`src/rtl/conv_seq_pkg.sv`:
```
package conv_seq_pkg;

  typedef enum logic {
    ST_IDLE = 1'b0,
    ST_RUN  = 1'b1
  } seq_state_t;

  // index of the final slot: sequence mode off collapses the run to slot 0
  function automatic logic [31:0] eff_last(input logic seq_on, input logic [31:0] len);
    return seq_on ? len : 32'd0;
  endfunction

  // slot that follows cur in a run ending at last
  function automatic logic [31:0] next_index(input logic [31:0] cur, input logic [31:0] last);
    return (cur == last) ? 32'd0 : cur + 32'd1;
  endfunction

endpackage

```
`src/rtl/cfg_capture.sv`:
```
module cfg_capture
  import conv_seq_pkg::*;
#(
  parameter int unsigned SLOT_W = 4
) (
  input  logic              clk,
  input  logic              rst_n,
  input  logic              capture,
  input  logic              cont_in,
  input  logic              seq_on_in,
  input  logic [SLOT_W-1:0] len_in,
  output logic              cont_q,
  output logic [SLOT_W-1:0] last_q
);

  logic              seq_on_r;
  logic [SLOT_W-1:0] len_r;

  // reset leaves sequence mode enabled with a one-slot single run
  always_ff @(posedge clk or negedge rst_n) begin
    if (!rst_n) begin
      cont_q   <= 1'b0;
      seq_on_r <= 1'b1;
      len_r    <= '0;
    end else if (capture) begin
      cont_q   <= cont_in;
      seq_on_r <= seq_on_in;
      len_r    <= len_in;
    end
  end

  assign last_q = SLOT_W'(eff_last(seq_on_r, 32'(len_r)));

endmodule

```
`src/rtl/slot_counter.sv`:
```
module slot_counter
  import conv_seq_pkg::*;
#(
  parameter int unsigned SLOT_W = 4
) (
  input  logic              clk,
  input  logic              rst_n,
  input  logic              clear,
  input  logic              advance,
  input  logic [SLOT_W-1:0] last,
  output logic [SLOT_W-1:0] idx,
  output logic              at_last
);

  always_ff @(posedge clk or negedge rst_n) begin
    if (!rst_n)       idx <= '0;
    else if (clear)   idx <= '0;
    else if (advance) idx <= SLOT_W'(next_index(32'(idx), 32'(last)));
  end

  assign at_last = (idx == last);


  idx_bound_chk: assert property (@(posedge clk) disable iff (!rst_n)
    idx <= last);

endmodule

```
`src/rtl/seq_fsm.sv`:
```
module seq_fsm
  import conv_seq_pkg::*;
(
  input  logic clk,
  input  logic rst_n,
  input  logic start_req,
  input  logic stop_req,
  input  logic done_in,
  input  logic at_last,
  input  logic cont,
  output logic capture,
  output logic clear,
  output logic advance,
  output logic busy,
  output logic soc,
  output logic eos
);

  seq_state_t state;
  logic       stop_pend;
  logic       soc_q, eos_q;

  // named internal events
  logic start_ok, done_ok, stop_seen, seq_end, halt, step;

  assign start_ok  = (state == ST_IDLE) && start_req;
  assign done_ok   = (state == ST_RUN) && done_in;
  assign stop_seen = stop_pend || stop_req;
  assign seq_end   = done_ok && at_last;
  assign halt      = done_ok && (stop_seen || (at_last && !cont));
  assign step      = done_ok && !halt;

  assign capture = start_ok;
  assign clear   = start_ok || halt;
  assign advance = step;

  always_ff @(posedge clk or negedge rst_n) begin
    if (!rst_n) begin
      state     <= ST_IDLE;
      stop_pend <= 1'b0;
      soc_q     <= 1'b0;
      eos_q     <= 1'b0;
    end else begin
      if (start_ok)  state <= ST_RUN;
      else if (halt) state <= ST_IDLE;
      stop_pend <= (state == ST_RUN) && !halt && stop_seen;
      soc_q     <= start_ok || step;
      eos_q     <= seq_end;
    end
  end

  assign busy = (state == ST_RUN);
  assign soc  = soc_q;
  assign eos  = eos_q;


  soc_in_run_chk: assert property (@(posedge clk) disable iff (!rst_n)
    soc |-> busy);


  eos_after_done_chk: assert property (@(posedge clk) disable iff (!rst_n)
    eos |-> $past(done_in));


  single_halt_chk: assert property (@(posedge clk) disable iff (!rst_n)
    (busy && done_in && at_last && !cont) |=> (!busy && !soc));


  stop_halt_chk: assert property (@(posedge clk) disable iff (!rst_n)
    (busy && done_in && (stop_req || stop_pend)) |=> (!busy && !soc));


  idle_done_chk: assert property (@(posedge clk) disable iff (!rst_n)
    (!busy && !start_req) |=> (!busy && !soc && !eos));

endmodule

```
`src/rtl/slot_chan_table.sv`:
```
module slot_chan_table #(
  parameter int unsigned SLOT_W = 4,
  parameter int unsigned CH_W   = 5
) (
  input  logic              clk,
  input  logic              rst_n,
  input  logic              we,
  input  logic [SLOT_W-1:0] waddr,
  input  logic [CH_W-1:0]   wdata,
  input  logic [SLOT_W-1:0] raddr,
  output logic [CH_W-1:0]   rdata
);

  localparam int unsigned NSLOT = 1 << SLOT_W;

  logic [CH_W-1:0] entry [NSLOT];

  // reset maps slot i onto channel i
  always_ff @(posedge clk or negedge rst_n) begin
    if (!rst_n) begin
      for (int i = 0; i < NSLOT; i++) entry[i] <= CH_W'(i);
    end else if (we) begin
      entry[waddr] <= wdata;
    end
  end

  assign rdata = entry[raddr];


  write_lands_chk: assert property (@(posedge clk) disable iff (!rst_n)
    (we && raddr == waddr) |=> (rdata == $past(wdata) || $past(raddr) != raddr));

endmodule

```
`src/rtl/conv_sequencer.sv`:
```
module conv_sequencer #(
  parameter int unsigned SLOT_W = 4,
  parameter int unsigned CH_W   = 5
) (
  input  logic              clk,
  input  logic              rst_n,
  input  logic              start_req,
  input  logic              stop_req,
  input  logic              done_in,
  input  logic              cfg_cont,
  input  logic              cfg_seq_on,
  input  logic [SLOT_W-1:0] cfg_len,
  input  logic              tbl_we,
  input  logic [SLOT_W-1:0] tbl_addr,
  input  logic [CH_W-1:0]   tbl_data,
  output logic [SLOT_W-1:0] slot_idx,
  output logic              soc,
  output logic              eos,
  output logic              busy,
  output logic [CH_W-1:0]   chan
);

  logic              cont_q;
  logic [SLOT_W-1:0] last_q;
  logic              capture, clear, advance, at_last;

  cfg_capture #(.SLOT_W(SLOT_W)) u_cfg (
    .clk       (clk),
    .rst_n     (rst_n),
    .capture   (capture),
    .cont_in   (cfg_cont),
    .seq_on_in (cfg_seq_on),
    .len_in    (cfg_len),
    .cont_q    (cont_q),
    .last_q    (last_q)
  );

  slot_counter #(.SLOT_W(SLOT_W)) u_cnt (
    .clk     (clk),
    .rst_n   (rst_n),
    .clear   (clear),
    .advance (advance),
    .last    (last_q),
    .idx     (slot_idx),
    .at_last (at_last)
  );

  seq_fsm u_fsm (
    .clk       (clk),
    .rst_n     (rst_n),
    .start_req (start_req),
    .stop_req  (stop_req),
    .done_in   (done_in),
    .at_last   (at_last),
    .cont      (cont_q),
    .capture   (capture),
    .clear     (clear),
    .advance   (advance),
    .busy      (busy),
    .soc       (soc),
    .eos       (eos)
  );

  slot_chan_table #(.SLOT_W(SLOT_W), .CH_W(CH_W)) u_tbl (
    .clk   (clk),
    .rst_n (rst_n),
    .we    (tbl_we),
    .waddr (tbl_addr),
    .wdata (tbl_data),
    .raddr (slot_idx),
    .rdata (chan)
  );


  busy_start_ignored_chk: assert property (@(posedge clk) disable iff (!rst_n)
    (busy && start_req && !done_in) |=> ($stable(slot_idx) && !soc));


  cfg_held_chk: assert property (@(posedge clk) disable iff (!rst_n)
    (busy && !capture) |=> $stable(last_q));

endmodule

```
`config.mk`:
```
export PLATFORM = sky130hd
export DESIGN_NAME = conv_sequencer
export DESIGN_NICKNAME = d
export VERILOG_FILES = /design/src/rtl/conv_seq_pkg.sv /design/src/rtl/cfg_capture.sv /design/src/rtl/slot_counter.sv /design/src/rtl/seq_fsm.sv /design/src/rtl/slot_chan_table.sv /design/src/rtl/conv_sequencer.sv
export SDC_FILE = /design/constraint.sdc
export NUM_CORES = 1
export LEC_CHECK = 0
export ABC_AREA = 1
export CORE_ASPECT_RATIO = 0.75
export CORE_MARGIN = 1
export CORE_UTILIZATION = 39
export DETAILED_ROUTE_END_ITERATION = 10
export GPL_TIMING_DRIVEN = 0
export HOLD_SLACK_MARGIN = 0.15
export PLACE_DENSITY = 0.58
export SLEW_MARGIN = 20
export SYNTH_ARGS = -nofsm -noshare
export SYNTH_HDL_FRONTEND = slang
export SYNTH_SLANG_ARGS = --single-unit
export TNS_END_PERCENT = 100
```
`constraint.sdc`:
```
create_clock -name clk -period 2.4 [get_ports clk]
set_input_delay 0.36 -clock clk [delete_from_list [all_inputs] [get_ports clk]]
set_output_delay 0.36 -clock clk [all_outputs]
set_load 0.005 [all_outputs]
```
==> key figures, run 1 <==
Die
  • Floorplan row count: 33
  • Initial Util: 0.401
  • Die width: 124 um
  • Core area: 10900 um^2
  • I/O Pins: 33
  • Die ar.: 11600 um^2
  • Die Ht: 93.6 um

Layout
  • # nets final: 602
  • Finished Cell Area: 5460 um^2
  • Final Instance Count excl. Fillers: 725
  • Area of the multi-input gates: 1800 um^2
  • Sequential Area: 2390 um^2
  • # diodes: 0
  • Fillers: 1053
  • Growth of design area from synthesis to finish: 25.0%
  • Layout cells sized above 1: 0.173

Power and ir drop
  • Reg power frac: 0.397
  • Int Power: 3.88 mW
  • Logic pwr share: 0.308
  • Maximum VDD drop: 0.457 mV
  • Switching pwr: 1.83 mW
  • Net switching fraction of the power: 0.320
  • Clock Power Share: 0.295
  • Leak: 2.43 nW
  • Pwr/cell area: 1050 nW/um^2

Routing
  • Wire per inst: 17.0 um
  • Total Wirelength: 12300 um
  • Antenna-violating nets left: 0
  • Number of DRC markers in iteration 0: 489
  • Routed vias/inst: 5.31
  • DRC: 0
  • Via count: 3848
  • Total iterations of the first detailed-routing run: 5

STA
  • Final Hold Viols: 0
  • Setup tns final: 0 ps
  • Slew margin rel.: 0.518
  • Final hold slack: 486 ps
  • Clock skew: 2.33 ps
  • Fmax achieved: 426 MHz
  • Final setup fails: 0
  • Fin. max-slew vios: 0
  • Final WS setup: 55.0 ps
  • Least-Margin Pin Slew: 720 ps
  • Fin crit period: 2340 ps
  • Final period util: 0.977

CTS
  • Root Driver: clkbuf_16
  • TritonCTS Buffers: 9
  • CTS tree: yes
  • Clock latency on the worst-skew pair: 350 ps
  • Max clock buf depth: 2
  • H-tree depth: 3
  • Clock sink count: 94
  • Worst-path clk slew: 60 ps

Place
  • Placed cell count: 698
  • Dpl hpwl: 8380 um
  • Routability Congestion: 0.877
  • DP Area: 4880 um^2
  • Port buffer count: 31
  • Dpl ws: -225 ps

Status
  • Outcome: complete, no violations

Critical path
  • Worst reg2reg setup slack: 750 ps
  • Crit-path cells: buf_6, buf_4, buf_4, o21ai_4, o22ai_2, o211ai_1, nand2_1, clkdlybuf4s15_1
  • Crit path top cell by count: buf_4
  • Startpoint types: register
  • Worst path arrival time: 1980 ps
  • Worst R2R Start: u_cfg.seq_on_r
  • Critical path class: register to primary output
  • CP Capture Type: primary output
  • RR Endpoint: u_cnt.idx[0]
  • Worst stage delay on the critical path: 390 ps
  • Critical Path End: chan[1]
  • First element of the critical path: u_cnt.idx[0]
  • WP data required: 2040 ps
  • Largest fanout on the critical path: 6
  • Reg2Reg Depth: 10
  • Slowest CP cell: dfrtp_1

Synthesis
  • Synth Register Bits: 94
  • EDFF count, synth: 0
  • Yosys cell types: 23
  • Ys async rst share: 1.00
  • Ys Warns: 0
  • Post-synthesis mux area share: 0
  • Largest family of logic cells by synthesized area: simple AND/OR/NAND/NOR gates
  • Synth Flop Type: dfrtp_1
  • Syn Inst Count: 526
  • Area share of fa/ha/maj cells after synthesis: 0.00287
  • Syn_area_per_cell: 8.30 um^2
  • Compound-gate portion of the synthesized area: 0.195
  • Sequential area share after synthesis: 0.548
  • Post-Syn Nets: 548
  • Post-Synth Simple-Gate Area: 0.199
  • Synth Area in XOR/XNOR: 0.00401
  • Mapped Area: 4370 um^2

Worst hold path
  • Worst hold path depth: 2
  • Min-Delay Path Class: register to register

Global routing
  • Gr busiest metal: met1
  • GRT Total Usage: 0.231
  • Vias in the first global route: 3590
  • M1 GR Usage: 0.347
  • Largest net degree at the start of global routing: 51
  • GR Layer Usage met2: 0.331
  • Initial antenna violation count: 0
  • Grt met3 use: 0.0457
  • First-pass GRT wire length: 19500 um
  • Congestion Overflow GR: 0

Run
  • Max-cap violations: 0
[worst max-delay path, delay by kind of cell, from the launching register on]
kind	cells	cell delay (ps)
AOI/OAI and AO/OA	3	490
buffers and inverters	4	640
and+or+nand+nor	1	100
DFF	1	390
[what timing repair did]
| item | 4_1_cts | 5_1_grt |
|---|---|---|
| endpoints found under the hold margin | 27 | 0 |
| setup buffers | 7 | 1 |
| pin swaps | 7 | 11 |
| endpoints found under the setup margin | 5 | 5 |
| gates cloned | 2 | 0 |
| gates resized for setup | 43 | 28 |
| hold buffers | 1 | 0 |
[cell usage after synthesis (all sizes together) (2+ instances only)]
cell,number,area share
dfstp,33,0.20
nor3,2,0.0060
nand2,116,0.10
clkbuf,15,0.013
buf,8,0.011
dfrtp,61,0.35
a21oi,36,0.041
inv,31,0.027
nor2,76,0.071
o211ai,15,0.026
o21ai,102,0.12
nand3,19,0.022
o22ai,8,0.011
[power groups by stage]
stage	logic (mW)	clock network, mW	registers [mW]
after floorplan	0.947	0	2.23
after global placement	1.48	0	2.26
after detailed placement	1.51	0	2.28
after CTS	1.70	1.72	2.25
after global routing	1.95	1.78	2.32
final	1.76	1.69	2.27
[state kept, by name (all words and copies together), names as in the netlist]
register / flops
u_cfg.cont_q: 1
u_fsm.eos: 1
u_cfg.seq_on_r: 1
u_tbl.entry: 80
u_fsm.stop_pend: 1
u_fsm.soc: 1
u_cfg.len_r: 4
u_cnt.idx: 4
u_fsm.busy: 1
[area by class of cell]
| cell class | count | area share |
|---|---|---|
| buffer | 23 | 0.0321 |
| sequential | 94 | 0.439 |
| multi-input combinational | 377 | 0.330 |
| clock buffer | 13 | 0.0477 |
| timing repair buffer | 43 | 0.0796 |
| clock inverter | 3 | 0.0165 |
| inverter | 32 | 0.0229 |
| tap | 140 | 0.0321 |
[per-layer routing]
metal  up-vias  routed length [um]  share of wire
li1       1856                   -              -
met5         -                   0              0
met2       147                5190           0.42
met1      1830                6000           0.49
met3        15                 927          0.075
met4         0                 187          0.015
[metrics by stage]
| stage | power (mW) | utilization |
|---|---|---|
| 2_1_floorplan | 3.17 | - |
| 3_3_place_gp | 3.75 | 0.445 |
| 3_5_place_dp | 3.78 | 0.448 |
| 4_1_cts | 5.68 | 0.496 |
| 5_1_grt | 6.04 | 0.501 |
| 6_report | 5.71 | 0.501 |
[kinds of logic (layout without fill, tap and decap cells)]
logic type,after synthesis,in the layout
compound gates,161,161
buf+inv,55,114
fa+ha+maj,1,1
flops,94,94
xor+xnor,2,2
simple gates,213,213
[worst min path at each step]
stage	start	endpoint	slack [ps]
2_1_floorplan	rst_n	u_cfg.cont_q	60
3_3_place_gp	u_tbl.entry[55]	u_tbl.entry[55]	460
3_5_place_dp	rst_n	u_fsm.stop_pend	320
4_1_cts	u_tbl.entry[65]	u_tbl.entry[65]	480
5_1_grt	u_tbl.entry[36]	u_tbl.entry[36]	500
6_report	u_tbl.entry[65]	u_tbl.entry[65]	490
[placed cells by master, fill, tap and decap left out, types with 9 or more instances in the layout]
| cell | n |
|---|---|
| a21oi_1 | 36 |
| buf_4 | 12 |
| clkbuf_16 | 9 |
| clkdlybuf4s50_1 | 25 |
| dfrtp_1 | 61 |
| dfstp_2 | 33 |
| inv_1 | 26 |
| nand2_1 | 116 |
| nand3_1 | 18 |
| nor2_1 | 68 |
| o211ai_1 | 15 |
| o21ai_0 | 87 |
| o21ai_1 | 11 |
(Power assumes the default switching activity.)
==> run 2: changes to the inputs <==
Settings changed: CAP_MARGIN set to 20, CORE_UTILIZATION 39 to 35, PLACE_DENSITY 0.58 to 0.53.
Clock period 2.4 ns to 2.53 ns, I/O delays scaled along.
==> key figures, run 2 (synthesized netlist as in run 1, its figures left out) <==
Layout
  • # nets final: 600 (-0.33%)
  • Commonest non-fill, non-tap cell in the layout: nand2_1
  • Finished Cell Area: 5380 um^2 (-1.5%)
  • # diodes: 0 (unchanged)
  • Layout cells sized above 1: 0.158 (-0.0148)
  • Growth of design area from synthesis to finish: 23.1%
  • Most frequent cells in the layout: 116 x nand2_1, 96 x o21ai_0, 70 x nor2_1, 61 x dfrtp_1, 35 x a21oi_1
  • Final core utilization: 0.453 (-0.0477)
  • Largest regs: u_tbl.entry (80), u_cfg.len_r (4), u_cnt.idx (4)
  • Largest register by flop count: u_tbl.entry
  • Final Instance Count excl. Fillers: 745 (+2.8%)
  • Largest register FFs: 80 (unchanged)
  • Fillers: 1193 (+13%)

Routing
  • Total iterations of the first detailed-routing run: 5 (unchanged)
  • Routed vias/inst: 5.07 (-4.4%)
  • Total Wirelength: 12200 um (-0.57%)
  • Antenna-violating nets left: 0 (unchanged)
  • Number of DRC markers in iteration 0: 317 (-35%)
  • Wire per inst: 16.4 um (-3.2%)
  • Via count: 3779 (-1.8%)
  • DRC: 0 (unchanged)

CTS
  • Worst-path clk slew: 60 ps (about the same)
  • Max clock buf depth: 2 (unchanged)
  • TritonCTS Buffers: 9 (unchanged)
  • Clock latency on the worst-skew pair: 340 ps (about the same)
  • Root Driver: clkbuf_16
  • CTS tree: yes
  • H-tree depth: 3 (unchanged)
  • Clock sink count: 94 (unchanged)

STA
  • Fmax achieved: 418 MHz
  • RSZ-0062 raised after global routing: false
  • Final period util: 0.946
  • Final WS setup: 136 ps (+80.8 ps)
  • Fin. max-slew vios: 0 (unchanged)
  • Final hold slack: 483 ps (-2.75 ps)
  • Clock skew: 1.56 ps (-0.764 ps)
  • Least-Margin Pin Slew: 699 ps (-20.5 ps)
  • Fin crit period: 2390 ps
  • Slew margin rel.: 0.532 (+0.0137)
  • Final setup fails: 0 (unchanged)
  • Final Hold Viols: 0 (unchanged)
  • Setup tns final: 0 ps (unchanged)

Global routing
  • Vias in the first global route: 3571 (-0.53%)
  • Initial antenna violation count: 0 (unchanged)
  • GRT Total Usage: 0.206 (-0.0248)
  • Congestion Overflow GR: 0 (unchanged)
  • First-pass GRT wire length: 19700 um (+1.2%)
  • Largest net degree at the start of global routing: 62 (+22%)

Power and ir drop
  • Switching pwr: 1.67 mW (-8.5%)
  • Clock Power Share: 0.281 (-0.014)
  • Pwr Total: 5.14 mW (-10%)
  • Reg power frac: 0.416 (+0.019)
  • Pwr/cell area: 955 nW/um^2 (-8.7%)
  • Net switching fraction of the power: 0.325 (+0.00557)
  • Maximum VDD drop: 0.372 mV (-18%)
  • Logic pwr share: 0.303 (-0.005)
  • Leak: 2.40 nW (-1.3%)
  • Int Power: 3.46 mW (-11%)

Die
  • Die Ht: 98.7 um (+5.4%)
  • Die ar.: 12900 um^2 (+11%)
  • Die width: 131 um (+5.5%)
  • I/O Pins: 33 (unchanged)
  • Floorplan row count: 34 (+3.0%)
  • Core area: 11900 um^2 (+8.9%)
  • Initial Util: 0.368 (-0.0327)

Critical path
  • Worst path arrival time: 2010 ps (+30 ps)
  • Startpoint types: register
  • Largest fanout on the critical path: 10 (+4)
  • WP data required: 2150 ps (+110 ps)
  • CP Capture Type: primary output
  • Critical path class: register to primary output

Place
  • Dpl hpwl: 8530 um (+1.8%)
  • Port buffer count: 31 (unchanged)
  • Dpl ws: -128 ps (+96.6 ps)
  • DP Area: 4910 um^2 (+0.56%)
  • Placed cell count: 720 (+3.2%)
  • Routability Congestion: 0.798 (-9.0%)

Run
  • Max-cap violations: 0 (unchanged)

Status
  • Outcome: complete, no violations

Worst hold path
  • Min-Delay Path Class: register to register
[run 2: what timing repair did]
action,4_1_cts,5_1_grt
pin swaps,9,3
cloned,0,0
endpoints found under the setup margin,5,2
hold buffers,1,0
gates resized for setup,34,9
buffers inserted,8,0
hold endpoints to repair,24,0
[run 2: metal layers]
metal  track usage  share of wire
met1         0.317           0.51
met4        0.0610          0.016
met3        0.0358          0.059
met5             0              0
met2         0.292           0.41
[run 2: worst paths after layout]
| kind | from | to | slack [ps] | depth (start not counted) |
|---|---|---|---|---|
| worst max-delay path | u_cnt.idx[0] | chan[3] | 140 | 10 |
| worst min-delay path | u_tbl.entry[65] | u_tbl.entry[65] | 480 | 2 |
| worst max register to register | u_cnt.idx[0] | u_cnt.idx[3] | 870 | 11 |
| worst min register to register | u_tbl.entry[65] | u_tbl.entry[65] | 480 | 2 |
| max in group asynchronous | rst_n | u_tbl.entry[8] | 1370 | 3 |
| min in group asynchronous | rst_n | u_fsm.stop_pend | 490 | 2 |
[run 2: final cells by class]
cell class                      instances  area (um^2)  area share
Buffer                                 23          171      0.0319
Clock buffer                           10          229      0.0426
Clock inverter                          6         86.3      0.0161
Inverter                               32          123      0.0228
Multi-Input combinational cell        377         1760       0.328
Sequential cell                        94         2390       0.445
Tap cell                              162          203      0.0377
Timing Repair Buffer                   41          407      0.0757
[run 2: worst max-delay path, stage by stage, from the launching register on]
cell,delay [ps]
dfrtp_1,360
buf_6,150
inv_4,50
buf_8,140
buf_8,140
buf_4,130
o21ai_1,130
nand3_1,120
o211ai_1,110
nand2_1,70
dlygate4sd2_1,270
[run 2: power groups by stage]
stage | Sequential, mW | Combinational (mW) | Clock [mW]
2_1_floorplan | 2.11 | 0.898 | 0
3_3_place_gp | 2.15 | 1.41 | 0
3_5_place_dp | 2.16 | 1.43 | 0
4_1_cts | 2.13 | 1.55 | 1.47
5_1_grt | 2.18 | 1.75 | 1.53
6_report | 2.14 | 1.55 | 1.44
==> run 3: changes to the inputs <==
Settings changed: CORE_UTILIZATION 35 to 58, PLACE_DENSITY 0.53 to 0.8.
==> key figures, run 3 (synthesized netlist as in run 1, its figures left out) <==
Critical path
  • Slowest CP cell: dfrtp_1
  • WP data required: 2150 ps (about the same)
  • Worst stage delay on the critical path: 380 ps (+20 ps)
  • Worst path arrival time: 2080 ps (+70 ps)
  • Worst path bufs/invs: 5 (-1)
  • Critical path class: register to primary output
  • Startpoint types: register
  • Largest fanout on the critical path: 8 (-2)
  • Top delay family on crit path: buffers and inverters
  • CP Capture Type: primary output
  • Crit-path cells: buf_6, inv_4, buf_8, bufbuf_16, o21ai_0, nand3_1, o211ai_1, nand2_1, dlygate4sd2_1

STA
  • RSZ-0062 raised after global routing: false
  • Slew margin rel.: 0.577 (+0.0448)
  • Fin crit period: 2460 ps (+64.0 ps)
  • Fmax achieved: 407 MHz (-2.6%)
  • Final WS setup: 71.8 ps (-64.0 ps)
  • Final setup fails: 0 (unchanged)
  • Final period util: 0.972 (+0.0253)
  • Clock skew: 2.38 ps (+0.821 ps)
  • Final hold slack: 491 ps (+7.75 ps)
  • Least-Margin Pin Slew: 632 ps (-67.0 ps)
  • Final Hold Viols: 0 (unchanged)
  • Fin. max-slew vios: 0 (unchanged)

Layout
  • Final Instance Count excl. Fillers: 682 (-8.5%)
  • # nets final: 601 (+0.17%)
  • Growth of design area from synthesis to finish: 18.7%
  • Layout cells sized above 1: 0.158 (-0.000270)
  • # diodes: 0 (unchanged)
  • Largest regs: u_tbl.entry (80), u_cfg.len_r (4), u_cnt.idx (4)
  • Most frequent cells in the layout: 116 x nand2_1, 97 x o21ai_0, 70 x nor2_1, 61 x dfrtp_1, 36 x a21oi_1
  • Largest register FFs: 80 (unchanged)
  • Largest register by flop count: u_tbl.entry
  • Commonest non-fill, non-tap cell in the layout: nand2_1
  • Finished Cell Area: 5180 um^2 (-3.6%)

CTS
  • Worst-path clk slew: 90 ps (+30 ps)
  • Clock latency on the worst-skew pair: 360 ps (+20 ps)
  • Clock sink count: 94 (unchanged)
  • Root Driver: clkbuf_8
  • Max clock buf depth: 2 (unchanged)
  • H-tree depth: 3 (unchanged)
  • TritonCTS Buffers: 9 (unchanged)
  • CTS tree: yes

Die
  • Die Ht: 77.1 um (-22%)
  • Floorplan row count: 26 (-24%)
  • Initial Util: 0.621 (+0.254)
  • Die ar.: 7880 um^2 (-39%)
  • I/O Pins: 33 (unchanged)
  • Core area: 7030 um^2 (-41%)
  • Die width: 102 um (-22%)

Power and ir drop
  • Logic pwr share: 0.335 (+0.032)
  • Switching pwr: 1.63 mW (-2.3%)
  • Leak: 2.35 nW (-2.1%)
  • Pwr/cell area: 915 nW/um^2 (-4.2%)
  • Clock Power Share: 0.213 (-0.068)
  • Reg power frac: 0.451 (+0.035)
  • Pwr Total: 4.74 mW (-7.7%)
  • Maximum VDD drop: 0.489 mV (+31%)
  • Net switching fraction of the power: 0.344 (+0.0190)
  • Int Power: 3.11 mW (-10%)

Place
  • Port buffer count: 31 (unchanged)
  • Dpl ws: -87.7 ps (+40.3 ps)
  • Placed cell count: 656 (-8.9%)
  • DP Area: 4820 um^2 (-1.7%)
  • Dpl hpwl: 7830 um (-8.2%)
  • Routability Congestion: 0.938 (+17%)

Routing
  • Routed vias/inst: 5.77 (+14%)
  • Total Wirelength: 11400 um (-6.6%)
  • Number of DRC markers in iteration 0: 299 (-5.7%)
  • Via count: 3934 (+4.1%)
  • Antenna-violating nets left: 0 (unchanged)
  • Wire per inst: 16.7 um (+2.0%)
  • Total iterations of the first detailed-routing run: 5 (unchanged)
  • DRC: 0 (unchanged)

Global routing
  • Congestion Overflow GR: 0 (unchanged)
  • GRT Total Usage: 0.318 (+0.111)
  • Largest net degree at the start of global routing: 52 (-16%)
  • First-pass GRT wire length: 18500 um (-5.9%)
  • Initial antenna violation count: 0 (unchanged)
  • Vias in the first global route: 3649 (+2.2%)

Worst hold path
  • Min-Delay Path Class: register to register

Status
  • Outcome: complete, no violations

Run
  • Max-cap violations: 0 (unchanged)
-- run 3: cell types whose count changed in the layout (fill, tap and decap cells not counted), moves of 2 or more --
cell / before / now
buf_2: 4 / 2
buf_4: 10 / 12
clkbuf_16: 9 / 0
clkbuf_2: 4 / 6
clkbuf_4: 2 / 4
clkbuf_8: 3 / 10
-- run 3: layout make-up --
class | instances | area [um^2]
Timing Repair Buffer | 42 | 433
Clock inverter | 5 | 57.6
Sequential cell | 94 | 2390
Buffer | 23 | 153
Tap cell | 98 | 123
Clock buffer | 11 | 141
Fill cell | 532 | 1840
Multi-Input combinational cell | 377 | 1760
Inverter | 32 | 123
-- run 3: tightest hold or removal path: stages, from the launching register on --
cell and delay [ps]:
dfrtp_1 350, nand2_1 50, o21ai_0 60
-- run 3: metrics by stage --
step / TNS, ps / utilization
final: 0 / 0.738
after global routing: 0 / 0.738
after global placement: -170730 / 0.683
after CTS: 0 / 0.734
after floorplan: 0 / -
after detailed placement: -98.0 / 0.687
-- run 3: power groups by stage --
| stage | combinational [mW] | sequential, mW | clock [mW] |
|---|---|---|---|
| 3_3_place_gp | 1.35 | 2.14 | 0 |
| 4_1_cts | 1.54 | 2.13 | 1.02 |
| 2_1_floorplan | 0.898 | 2.11 | 0 |
| 5_1_grt | 1.77 | 2.19 | 1.08 |
| 6_report | 1.59 | 2.14 | 1.01 |
| 3_5_place_dp | 1.40 | 2.16 | 0 |
-- run 3: routing by layer --
metal  track usage  wire (um)  part of all wire
met5             0          0                 0
met4         0.117        279             0.024
met3        0.0793       1060             0.092
met2         0.471       5080              0.44
met1         0.450       5000              0.44
-- run 3: final timing paths --
check	startpoint	endpoint	slack [ps]	depth (start not counted)
worst max-delay path	u_cnt.idx[0]	chan[4]	70	9
worst min-delay path	u_tbl.entry[68]	u_tbl.entry[68]	490	2
worst max register to register	u_cnt.idx[3]	u_fsm.busy	810	10
worst min register to register	u_tbl.entry[68]	u_tbl.entry[68]	490	2
max in group asynchronous	rst_n	u_tbl.entry[6]	1260	3
min in group asynchronous	rst_n	u_tbl.entry[31]	560	2
-- run 3: repair_timing --
action                                  in CTS  in global routing
pin swaps                                    4                  2
cloned                                       1                  0
hold endpoints to repair                    30                  0
gates resized for setup                     33                  5
setup buffers                                6                  2
hold buffers                                 1                  0
endpoints found under the setup margin       5                  5
